===== src/rtl/rt_pkg.sv =====
package rt_pkg;

    localparam int ADDR_W = 2;

    localparam logic [ADDR_W-1:0] A_CTRL   = 2'd0;
    localparam logic [ADDR_W-1:0] A_PERIOD = 2'd1;
    localparam logic [ADDR_W-1:0] A_STATUS = 2'd2;
    localparam logic [ADDR_W-1:0] A_COUNT  = 2'd3;

    localparam int C_EN      = 0;
    localparam int C_SW      = 1;
    localparam int C_OS      = 2;
    localparam int C_INV     = 3;
    localparam int C_EDGE_LO = 4;

    localparam int S_UF  = 0;
    localparam int S_TG  = 1;
    localparam int S_UIE = 4;
    localparam int S_TIE = 5;

    typedef enum logic [1:0] {
        EDGE_OFF  = 2'b00,
        EDGE_RISE = 2'b01,
        EDGE_FALL = 2'b10,
        EDGE_BOTH = 2'b11
    } edge_sel_e;

    typedef struct packed {
        edge_sel_e edge_sel;
        logic      invert;
        logic      oneshot;
        logic      enable;
    } ctrl_t;

    typedef struct packed {
        logic tie;
        logic uie;
        logic tg;
        logic uf;
    } stat_t;

    function automatic logic edge_hit(edge_sel_e sel, logic rise, logic fall);
        case (sel)
            EDGE_RISE: return rise;
            EDGE_FALL: return fall;
            EDGE_BOTH: return rise | fall;
            default:   return 1'b0;
        endcase
    endfunction

    function automatic logic wave_level(ctrl_t c, logic running, logic tgl);
        return (c.oneshot ? running : tgl) ^ c.invert;
    endfunction

endpackage


===== src/rtl/rt_trig_sync.sv =====
module rt_trig_sync #(
    parameter int STAGES = 2
) (
    input  logic clk,
    input  logic rst,
    input  logic pin,
    output logic rise,
    output logic fall
);
    logic [STAGES:0] sh_q;

    always_ff @(posedge clk) begin
        if (rst) sh_q <= '0;
        else     sh_q <= {sh_q[STAGES-1:0], pin};
    end

    assign rise =  sh_q[STAGES-1] & ~sh_q[STAGES];
    assign fall = ~sh_q[STAGES-1] &  sh_q[STAGES];
endmodule


===== src/rtl/rt_regs.sv =====
module rt_regs
    import rt_pkg::*;
#(
    parameter int W = 16
) (
    input  logic              clk,
    input  logic              rst,
    input  logic              wr_en,
    input  logic [ADDR_W-1:0] addr,
    input  logic [W-1:0]      wdata,
    input  logic [W-1:0]      count,
    input  logic              uflow,
    input  logic              trig,
    output ctrl_t             ctrl,
    output stat_t             stat,
    output logic [W-1:0]      period,
    output logic              en_next,
    output logic              sw_trig,
    output logic              irq,
    output logic [W-1:0]      rdata
);
    ctrl_t        ctrl_q;
    stat_t        stat_q, stat_d;
    logic [W-1:0] period_q;
    logic         wr_ctrl, wr_stat, wr_per;

    assign wr_ctrl = wr_en && (addr == A_CTRL);
    assign wr_stat = wr_en && (addr == A_STATUS);
    assign wr_per  = wr_en && (addr == A_PERIOD);

    assign en_next = wr_ctrl ? wdata[C_EN] : ctrl_q.enable;
    assign sw_trig = wr_ctrl && wdata[C_EN] && wdata[C_SW];

    always_comb begin
        stat_d = stat_q;
        if (wr_stat) begin
            stat_d.uie = wdata[S_UIE];
            stat_d.tie = wdata[S_TIE];
            if (!wdata[S_UF]) stat_d.uf = 1'b0;
            if (!wdata[S_TG]) stat_d.tg = 1'b0;
        end
        if (uflow) stat_d.uf = 1'b1;
        if (trig)  stat_d.tg = 1'b1;
    end

    always_ff @(posedge clk) begin
        if (rst) begin
            ctrl_q   <= '0;
            stat_q   <= '0;
            period_q <= '0;
        end else begin
            stat_q <= stat_d;
            if (wr_per) period_q <= wdata;
            if (wr_ctrl) begin
                ctrl_q.enable <= wdata[C_EN];
                if (!ctrl_q.enable) begin
                    ctrl_q.oneshot  <= wdata[C_OS];
                    ctrl_q.invert   <= wdata[C_INV];
                    ctrl_q.edge_sel <= edge_sel_e'(wdata[C_EDGE_LO+1:C_EDGE_LO]);
                end
            end
        end
    end

    always_comb begin
        rdata = '0;
        case (addr)
            A_CTRL: begin
                rdata[C_EN]                = ctrl_q.enable;
                rdata[C_OS]                = ctrl_q.oneshot;
                rdata[C_INV]               = ctrl_q.invert;
                rdata[C_EDGE_LO+1:C_EDGE_LO] = ctrl_q.edge_sel;
            end
            A_PERIOD: rdata = period_q;
            A_STATUS: begin
                rdata[S_UF]  = stat_q.uf;
                rdata[S_TG]  = stat_q.tg;
                rdata[S_UIE] = stat_q.uie;
                rdata[S_TIE] = stat_q.tie;
            end
            default: rdata = count;
        endcase
    end

    assign ctrl   = ctrl_q;
    assign stat   = stat_q;
    assign period = period_q;
    assign irq    = (stat_q.uf & stat_q.uie) | (stat_q.tg & stat_q.tie);
endmodule


===== src/rtl/rt_core.sv =====
module rt_core #(
    parameter int W = 16
) (
    input  logic         clk,
    input  logic         rst,
    input  logic         cnt_en,
    input  logic         trig,
    input  logic         en_next,
    input  logic         oneshot,
    input  logic [W-1:0] period,
    output logic [W-1:0] count,
    output logic         running,
    output logic         tgl,
    output logic         uflow
);
    localparam logic [W-1:0] ONE = W'(1);

    logic [W-1:0] count_q;
    logic         running_q, tgl_q, at_zero;

    assign at_zero = (count_q == '0);
    assign uflow   = running_q && en_next && cnt_en && at_zero && !trig;

    always_ff @(posedge clk) begin
        if (rst) begin
            count_q   <= '0;
            running_q <= 1'b0;
            tgl_q     <= 1'b0;
        end else if (!en_next) begin
            running_q <= 1'b0;
            tgl_q     <= 1'b0;
        end else if (trig) begin
            count_q   <= period;
            running_q <= 1'b1;
            tgl_q     <= 1'b0;
        end else if (running_q && cnt_en) begin
            if (at_zero) begin
                count_q <= period;
                tgl_q   <= ~tgl_q;
                if (oneshot) running_q <= 1'b0;
            end else begin
                count_q <= count_q - ONE;
            end
        end
    end

    assign count   = count_q;
    assign running = running_q;
    assign tgl     = tgl_q;
endmodule


===== src/rtl/reload_timer.sv =====
module reload_timer
    import rt_pkg::*;
#(
    parameter int W           = 16,
    parameter int SYNC_STAGES = 2
) (
    input  logic              clk,
    input  logic              rst,
    input  logic              wr_en,
    input  logic [ADDR_W-1:0] addr,
    input  logic [W-1:0]      wdata,
    output logic [W-1:0]      rdata,
    input  logic              cnt_en,
    input  logic              trig_in,
    output logic              tmr_out,
    output logic              irq
);
    ctrl_t        ctrl_w;
    stat_t        stat_w;
    logic [W-1:0] period_w, count_w;
    logic         en_next_w, sw_trig_w, trig_w, uflow_w;
    logic         running_w, tgl_w, rise_w, fall_w;

    rt_trig_sync #(.STAGES(SYNC_STAGES)) sync_i (
        .clk(clk), .rst(rst), .pin(trig_in), .rise(rise_w), .fall(fall_w)
    );

    rt_regs #(.W(W)) regs_i (
        .clk(clk), .rst(rst), .wr_en(wr_en), .addr(addr), .wdata(wdata),
        .count(count_w), .uflow(uflow_w), .trig(trig_w),
        .ctrl(ctrl_w), .stat(stat_w), .period(period_w),
        .en_next(en_next_w), .sw_trig(sw_trig_w), .irq(irq), .rdata(rdata)
    );

    assign trig_w = en_next_w && (sw_trig_w || edge_hit(ctrl_w.edge_sel, rise_w, fall_w));

    rt_core #(.W(W)) core_i (
        .clk(clk), .rst(rst), .cnt_en(cnt_en), .trig(trig_w),
        .en_next(en_next_w), .oneshot(ctrl_w.oneshot), .period(period_w),
        .count(count_w), .running(running_w), .tgl(tgl_w), .uflow(uflow_w)
    );

    assign tmr_out = wave_level(ctrl_w, running_w, tgl_w);
endmodule


===== config.mk =====
export PLATFORM = sky130hd
export DESIGN_NAME = reload_timer
export DESIGN_NICKNAME = d
export VERILOG_FILES = /design/src/rtl/rt_pkg.sv /design/src/rtl/rt_trig_sync.sv /design/src/rtl/rt_regs.sv /design/src/rtl/rt_core.sv /design/src/rtl/reload_timer.sv
export SDC_FILE = /design/constraint.sdc
export NUM_CORES = 1
export LEC_CHECK = 0
export ABC_AREA = 0
export BUFFER_PORTS_ARGS = -buffer_cell sky130_fd_sc_hd__buf_4
export CORE_ASPECT_RATIO = 2
export CORE_MARGIN = 3
export CORE_UTILIZATION = 61
export CTS_CLUSTER_SIZE = 20
export DETAILED_ROUTE_END_ITERATION = 16
export PLACE_DENSITY = 0.94
export SYNTH_ARGS = -nofsm -noshare
export SYNTH_HDL_FRONTEND = slang
export SYNTH_HIERARCHICAL = 1
export SYNTH_SLANG_ARGS = --single-unit

===== constraint.sdc =====
create_clock -name clk -period 4 [get_ports clk]
set_clock_uncertainty 0.15 [all_clocks]
set_input_delay 0.6 -clock clk [delete_from_list [all_inputs] [get_ports clk]]
set_output_delay 0.6 -clock clk [all_outputs]
set_load 0.01 [all_outputs]

==> qor.yml, run 1 <==
yosys:
  synth_nets: 338
  ys.flop_type: "dfxtp_1"
  synth_top_area_share_pct: 33.9
  yosysTopAreaCell: "dfxtp_1"
  synthArstFlopShare_pct: 0
  yosysSeqAreaShare_pct: 33.9
  syn_inst: 313
  syn-cell-area_um2: 2720
  yosysWarnings: 6
  synthTopCellsByArea: "dfxtp_1 34%, mux2i_1 14%, nand2b_1 9.4%"
  avgSynthCellArea_um2: 8.68
  ys_seq_elements: 46
  synth_edf_count: 0
  synth_cell_types: 55
clock_network:
  cts_tree: "yes"
  cts_hold_buf: 0
  postCtsResizedCells: 0
  clock_sinks: 46
  cts_root_buf: "clkbuf_8"
  cts_setup_buffers: 0
  clk_path_buf_depth: 2
  clk_pin_slew_ps: 90
  cts-htree-levels: 2
  cts_made_buffers: 5
  clock_latency_ps: 300
sta:
  max_freq_mhz: 330
  rsz0062_at_grt: "false"
  period_minus_slack_ps: 3030
  relSlewSlack_pct: 29.9
  fin_crit_sh_pct: 75.7
  final_max_slew_viol_count: 0
  fin_ws_ps: 974
  setup_viol: 0
  final.setup.tns_ps: 0
  worstMarginPinSlew_ps: 1050
  hold_violations: 0
pwr:
  switching_share_pct: 25.1
  p_leak_nw: 1.21
  power_density_nw_per_um2: 276
  ir_drop_mv: 0.279
  finalPower_mw: 0.848
  seqPwrFrac_pct: 56.1
  p_clk_share_pct: 33.7
  power.internal_mw: 0.635
  combPwrFrac_pct: 10.2
  p_sw_mw: 0.212
finish:
  final_cell_mix: "46 x dfxtp_1, 42 x buf_4, 41 x nand2b_1"
  layout_commonest_cell: "dfxtp_1"
  nets: 364
  drive_gt1_share_pct: 16.8
  fillers: 336
  area_growth_pct: 13.0
  num_antenna_cells: 0
worst_setup_path:
  critPathArrivalTime_ps: 3050
  crit_path_end_kind: "register"
  startpoint_type: "input pin"
  reg2reg_depth: 7
  crit_type: "input pin to register"
  r2r-start: "core_i/count[0]$_SDFFE_PP0P_"
  critPathMaxFanout: 23
  cp-endpoint: "core_i/count[6]$_SDFFE_PP0P_"
  crit_required_ps: 4020
  startpoint: "addr[1]"
  r2r_end: "core_i/count[9]$_SDFFE_PP0P_"
  reg2reg_slack_ps: 1060
placement:
  gp_congestion: 0.919
  hpwl_um: 4860
  port-buffer-count: 40
  place_ws_ps: 740
route:
  drc: 0
  vias: 2515
  wl_met3_um: 451
  vias_per_cell: 6.42
  dr.max_layer_used: "met4"
  wl_per_cell_um: 17.6
  drtIter0Drc: 73
  drt_first_pass_iters: 5
  wl_um: 6890
  detail-route-antenna-nets: 0
  met1_length_um: 2500
  dr_wl_met2_um: 3630
floorplan:
  initial_core_util_pct: 64.5
  fp.dieH_um: 100
  row_count: 33
  dieArea_um2: 5340
  core-area_um2: 4210
  ios: 41
  die_w_um: 53.2
grt:
  grt_overflow: 0
  grt_max_degree: 64
  grt_pass1_wl_um: 11100
  grt_pass1_vias: 2446
  antenna_found_initial: 0
  track_usage_pct: 27.4
job:
  drv_cap: 0
hold_path:
  hold_class: "register to register"
outcome:
  outcome: "complete, no violations"
-- metrics by stage --
stage	util, %	std cells	instance area, µm²	hold WS (ps)
5_1_grt	72.9	392	3070	317
6_report	72.9	392	3070	304
3_5_place_dp	70.8	384	2980	287
4_1_cts	72.9	392	3070	309
3_3_place_gp	70.8	384	2980	271
2_1_floorplan	-	313	2720	264
-- routing by layer --
layer | GRT usage, % | vias to the layer above
met5 | 0 | -
met4 | 13.8 | 0
met3 | 5.20 | 34
met2 | 46.9 | 126
met1 | 31.2 | 1175
li1 | - | 1180
-- flip-flops by register name, summed over array words and instances, names as in the netlist --
| name | count |
|---|---|
| core_i/count | 16 |
| regs_i/period | 16 |
| regs_i/ctrl | 5 |
| regs_i/stat | 4 |
| sync_i/sh_q | 3 |
| core_i/running | 1 |
| core_i/tgl | 1 |
-- how the worst min path moves through the flow --
stage	from	end	slack [ps]	cells past startpoint
CTS	sync_i/sh_q[0]$_SDFF_PP0_	sync_i/sh_q[1]$_SDFF_PP0_	310	1
global route	sync_i/sh_q[0]$_SDFF_PP0_	sync_i/sh_q[1]$_SDFF_PP0_	320	1
floorplan	sync_i/sh_q[0]$_SDFF_PP0_	sync_i/sh_q[1]$_SDFF_PP0_	260	1
global placement	sync_i/sh_q[0]$_SDFF_PP0_	sync_i/sh_q[1]$_SDFF_PP0_	270	1
detailed placement	sync_i/sh_q[0]$_SDFF_PP0_	sync_i/sh_q[1]$_SDFF_PP0_	290	1
finish	sync_i/sh_q[0]$_SDFF_PP0_	sync_i/sh_q[1]$_SDFF_PP0_	300	1
-- worst max-delay path, cell delays in order --
cell     delay, ps
buf_4          220
nor3b_2        310
mux2_1         450
nor2b_1        240
inv_1          160
o41a_1         450
mux2_2         390
a22oi_1        140
nor2_1          70
-- layout make-up --
type                            instances  area [µm²]  share of cell area (%)
Clock buffer                            6        72.6                    2.36
Clock inverter                          2        13.8                   0.448
Inverter                                5        18.8                   0.611
Multi-Input combinational cell        239        1660                    54.2
Sequential cell                        46         921                    30.0
Tap cell                               52        65.1                    2.12
Timing Repair Buffer                   42         315                    10.3
-- logic make-up after synthesis --
logic type	Yosys count	share of synthesized area [%]
compound gates	56	13.8
buf+inv	28	4.88
flops	46	33.9
fa+ha+maj	2	0.921
mux	42	17.0
xor+xnor	2	0.645
simple gates	137	28.9
-- power by group through the flow --
stage,Combinational [mW],Clock [mW],Sequential [mW]
after CTS,0.0862,0.289,0.475
after global placement,0.0834,0,0.485
after floorplan,0.0560,0,0.483
after global routing,0.0943,0.303,0.476
final,0.0865,0.286,0.475
after detailed placement,0.0858,0,0.486
-- synthesized netlist by cell type (2+ instances only) --
master,number
nor2_1,27
inv_1,5
and2_1,5
nor3_1,9
o2bb2ai_1,2
a211oi_1,5
nand3b_1,2
or4_1,2
dfxtp_1,46
a21oi_1,15
nor2b_1,6
o21a_1,2
buf_4,3
o21ai_0,13
ha_1,2
o21ai_1,4
nand3_1,5
mux4_2,3
mux2i_1,37
nand2_1,11
or3_1,5
nand2b_1,41
clkbuf_1,11
nand4_1,3
a31oi_1,5
nor4_1,8
and3b_1,2
buf_2,7
No activity file was read; power rests on OpenSTA's default activity.
==> inputs of run 2 (changes only) <==
--- a/config.mk
+++ b/config.mk
@@ -9,10 +9,10 @@
 export BUFFER_PORTS_ARGS = -buffer_cell sky130_fd_sc_hd__buf_4
 export CORE_ASPECT_RATIO = 2
 export CORE_MARGIN = 3
-export CORE_UTILIZATION = 61
+export CORE_UTILIZATION = 57
 export CTS_CLUSTER_SIZE = 20
 export DETAILED_ROUTE_END_ITERATION = 16
-export PLACE_DENSITY = 0.94
+export PLACE_DENSITY = 0.89
 export SYNTH_ARGS = -nofsm -noshare
 export SYNTH_HDL_FRONTEND = slang
 export SYNTH_HIERARCHICAL = 1
==> constraint.sdc (replaced) <==
create_clock -name clk -period 3.06 [get_ports clk]
set_clock_uncertainty 0.15 [all_clocks]
set_input_delay 0.459 -clock clk [delete_from_list [all_inputs] [get_ports clk]]
set_output_delay 0.459 -clock clk [all_outputs]
set_load 0.01 [all_outputs]
==> qor.yml, run 2 (synthesis results as in run 1) <==
outcome:
  outcome: "complete, no violations"
floorplan:
  row_count: 34  # +3.0%
  ios: 41  # unchanged
  fp.dieH_um: 104  # +3.2%
  die_w_um: 54.8  # +3.1%
  initial_core_util_pct: 60.8  # -3.7 points
  core-area_um2: 4470  # +6.1%
  dieArea_um2: 5680  # +6.4%
route:
  vias: 2518  # +0.12%
  drtIter0Drc: 96  # +32%
  wl_um: 6860  # -0.39%
  wl_per_cell_um: 17.0  # -3.4%
  detail-route-antenna-nets: 0  # unchanged
  vias_per_cell: 6.23  # -2.9%
  drt_first_pass_iters: 4  # -1
  drc: 0  # unchanged
clock_network:
  clock_sinks: 46  # unchanged
  cts_hold_buf: 0  # unchanged
  cts_setup_buffers: 0  # unchanged
  cts-htree-levels: 2  # unchanged
  cts_made_buffers: 5  # unchanged
  clk_pin_slew_ps: 90  # about the same
  clock_latency_ps: 300  # about the same
  cts_tree: "yes"
  clk_path_buf_depth: 2  # unchanged
  postCtsResizedCells: 0  # unchanged
  cts_root_buf: "clkbuf_8"
worst_setup_path:
  startpoint_type: "register"
  crit_type: "register to register"
  critPathMaxFanout: 22  # -4.3%
  r2r-start: "core_i/count[0]$_SDFFE_PP0P_"
  reg2reg_slack_ps: 480  # -580 ps
  startpoint: "core_i/count[0]$_SDFFE_PP0P_"
  crit_path_end_kind: "register"
  critPathArrivalTime_ps: 2610  # -440 ps
  crit_required_ps: 3100  # -920 ps
hold_path:
  min_from: "trig_in"
  hold_class: "input pin to register"
sta:
  worstMarginPinSlew_ps: 577  # -474 ps
  hold_violations: 0  # unchanged
  relSlewSlack_pct: 61.2  # +31 points
  max_freq_mhz: 388
  final.setup.tns_ps: 0  # unchanged
  period_minus_slack_ps: 2580
  whs_ps: 222  # -81.4 ps
  final_max_slew_viol_count: 0  # unchanged
  rsz0062_at_grt: "false"
  fin_crit_sh_pct: 84.2
  fin_ws_ps: 482  # -491 ps
  setup_viol: 0  # unchanged
grt:
  grt_overflow: 0  # unchanged
  grt_util_met1_pct: 26.9  # -4.3 points
  track_usage_pct: 26.2  # -1.3 points
  grt_max_degree: 64  # unchanged
  antenna_found_initial: 0  # unchanged
  grt_pass1_vias: 2528  # +3.4%
  grt_use_met3_pct: 3.74  # -1.5 points
  grt_pass1_wl_um: 11200  # +1.2%
  busiest_layer: "met2"
  grt.met2_usage_pct: 44.6  # -2.4 points
finish:
  area_growth_pct: 17.0
  drive_gt1_share_pct: 18.9  # +2.1 points
  multi_input_area_um2: 1660  # unchanged
  register_area_um2: 921  # unchanged
  nets: 374  # +2.7%
  layout_commonest_cell: "buf_4"
  num_antenna_cells: 0  # unchanged
  final_cell_mix: "51 x buf_4, 46 x dfxtp_1, 41 x nand2b_1"
  fillers: 374  # +11%
job:
  drv_cap: 0  # unchanged
pwr:
  power_density_nw_per_um2: 372  # +35%
  p_leak_nw: 1.27  # +5.1%
  ir_drop_mv: 0.373  # +34%
placement:
  hpwl_um: 4860  # +0.16%
  port-buffer-count: 40  # unchanged
  gp_congestion: 0.918  # about the same
  place_ws_ps: 345  # -394 ps
-- run 2: final timing paths --
path | endpoint | cells after the start
worst min register to register | sync_i/sh_q[1]$_SDFF_PP0_ | 1
worst max-delay path | core_i/count[9]$_SDFFE_PP0P_ | 7
worst max register to register | core_i/count[9]$_SDFFE_PP0P_ | 7
worst min-delay path | sync_i/sh_q[0]$_SDFF_PP0_ | 2
-- run 2: where the power goes --
| part | total [mW] | switching [mW] | leakage [nW] | internal (mW) |
|---|---|---|---|---|
| Sequential | 0.621 | 0.0101 | 0.373 | 0.610 |
| Clock | 0.447 | 0.202 | 0.0524 | 0.245 |
| Combinational | 0.116 | 0.0548 | 0.845 | 0.0615 |
-- run 2: per-layer routing --
| metal | wire length, µm | share of wire [%] |
|---|---|---|
| met2 | 3740 | 55 |
| met5 | 0 | 0 |
| met1 | 2380 | 35 |
| met4 | 393 | 5.7 |
| met3 | 340 | 5.0 |
-- run 2: cell type report --
| cell class | count | area share (%) |
|---|---|---|
| inverter | 5 | 0.590 |
| timing repair buffer | 52 | 12.7 |
| tap | 54 | 2.13 |
| clock buffer | 7 | 2.40 |
| sequential | 46 | 29.0 |
| clock inverter | 1 | 0.945 |
| multi-input combinational | 239 | 52.3 |
-- run 2: worst max-delay path, stage by stage (launching register included) --
cell	delay, ps
dfxtp_1	360
inv_1	100
ha_1	130
or4b_2	680
o41ai_4	280
buf_4	310
a211oi_1	100
a2111oi_2	360
-- run 2: per-stage QoR --
| step | util (%) | instances | area (µm²) | total power, mW |
|---|---|---|---|---|
| 2_1_floorplan | - | 313 | 2720 | 0.704 |
| 3_3_place_gp | 68.8 | 396 | 3070 | 0.748 |
| 3_5_place_dp | 68.8 | 396 | 3070 | 0.750 |
| 4_1_cts | 71.2 | 404 | 3180 | 1.19 |
| 5_1_grt | 71.2 | 404 | 3180 | 1.22 |
| 6_report | 71.2 | 404 | 3180 | 1.18 |
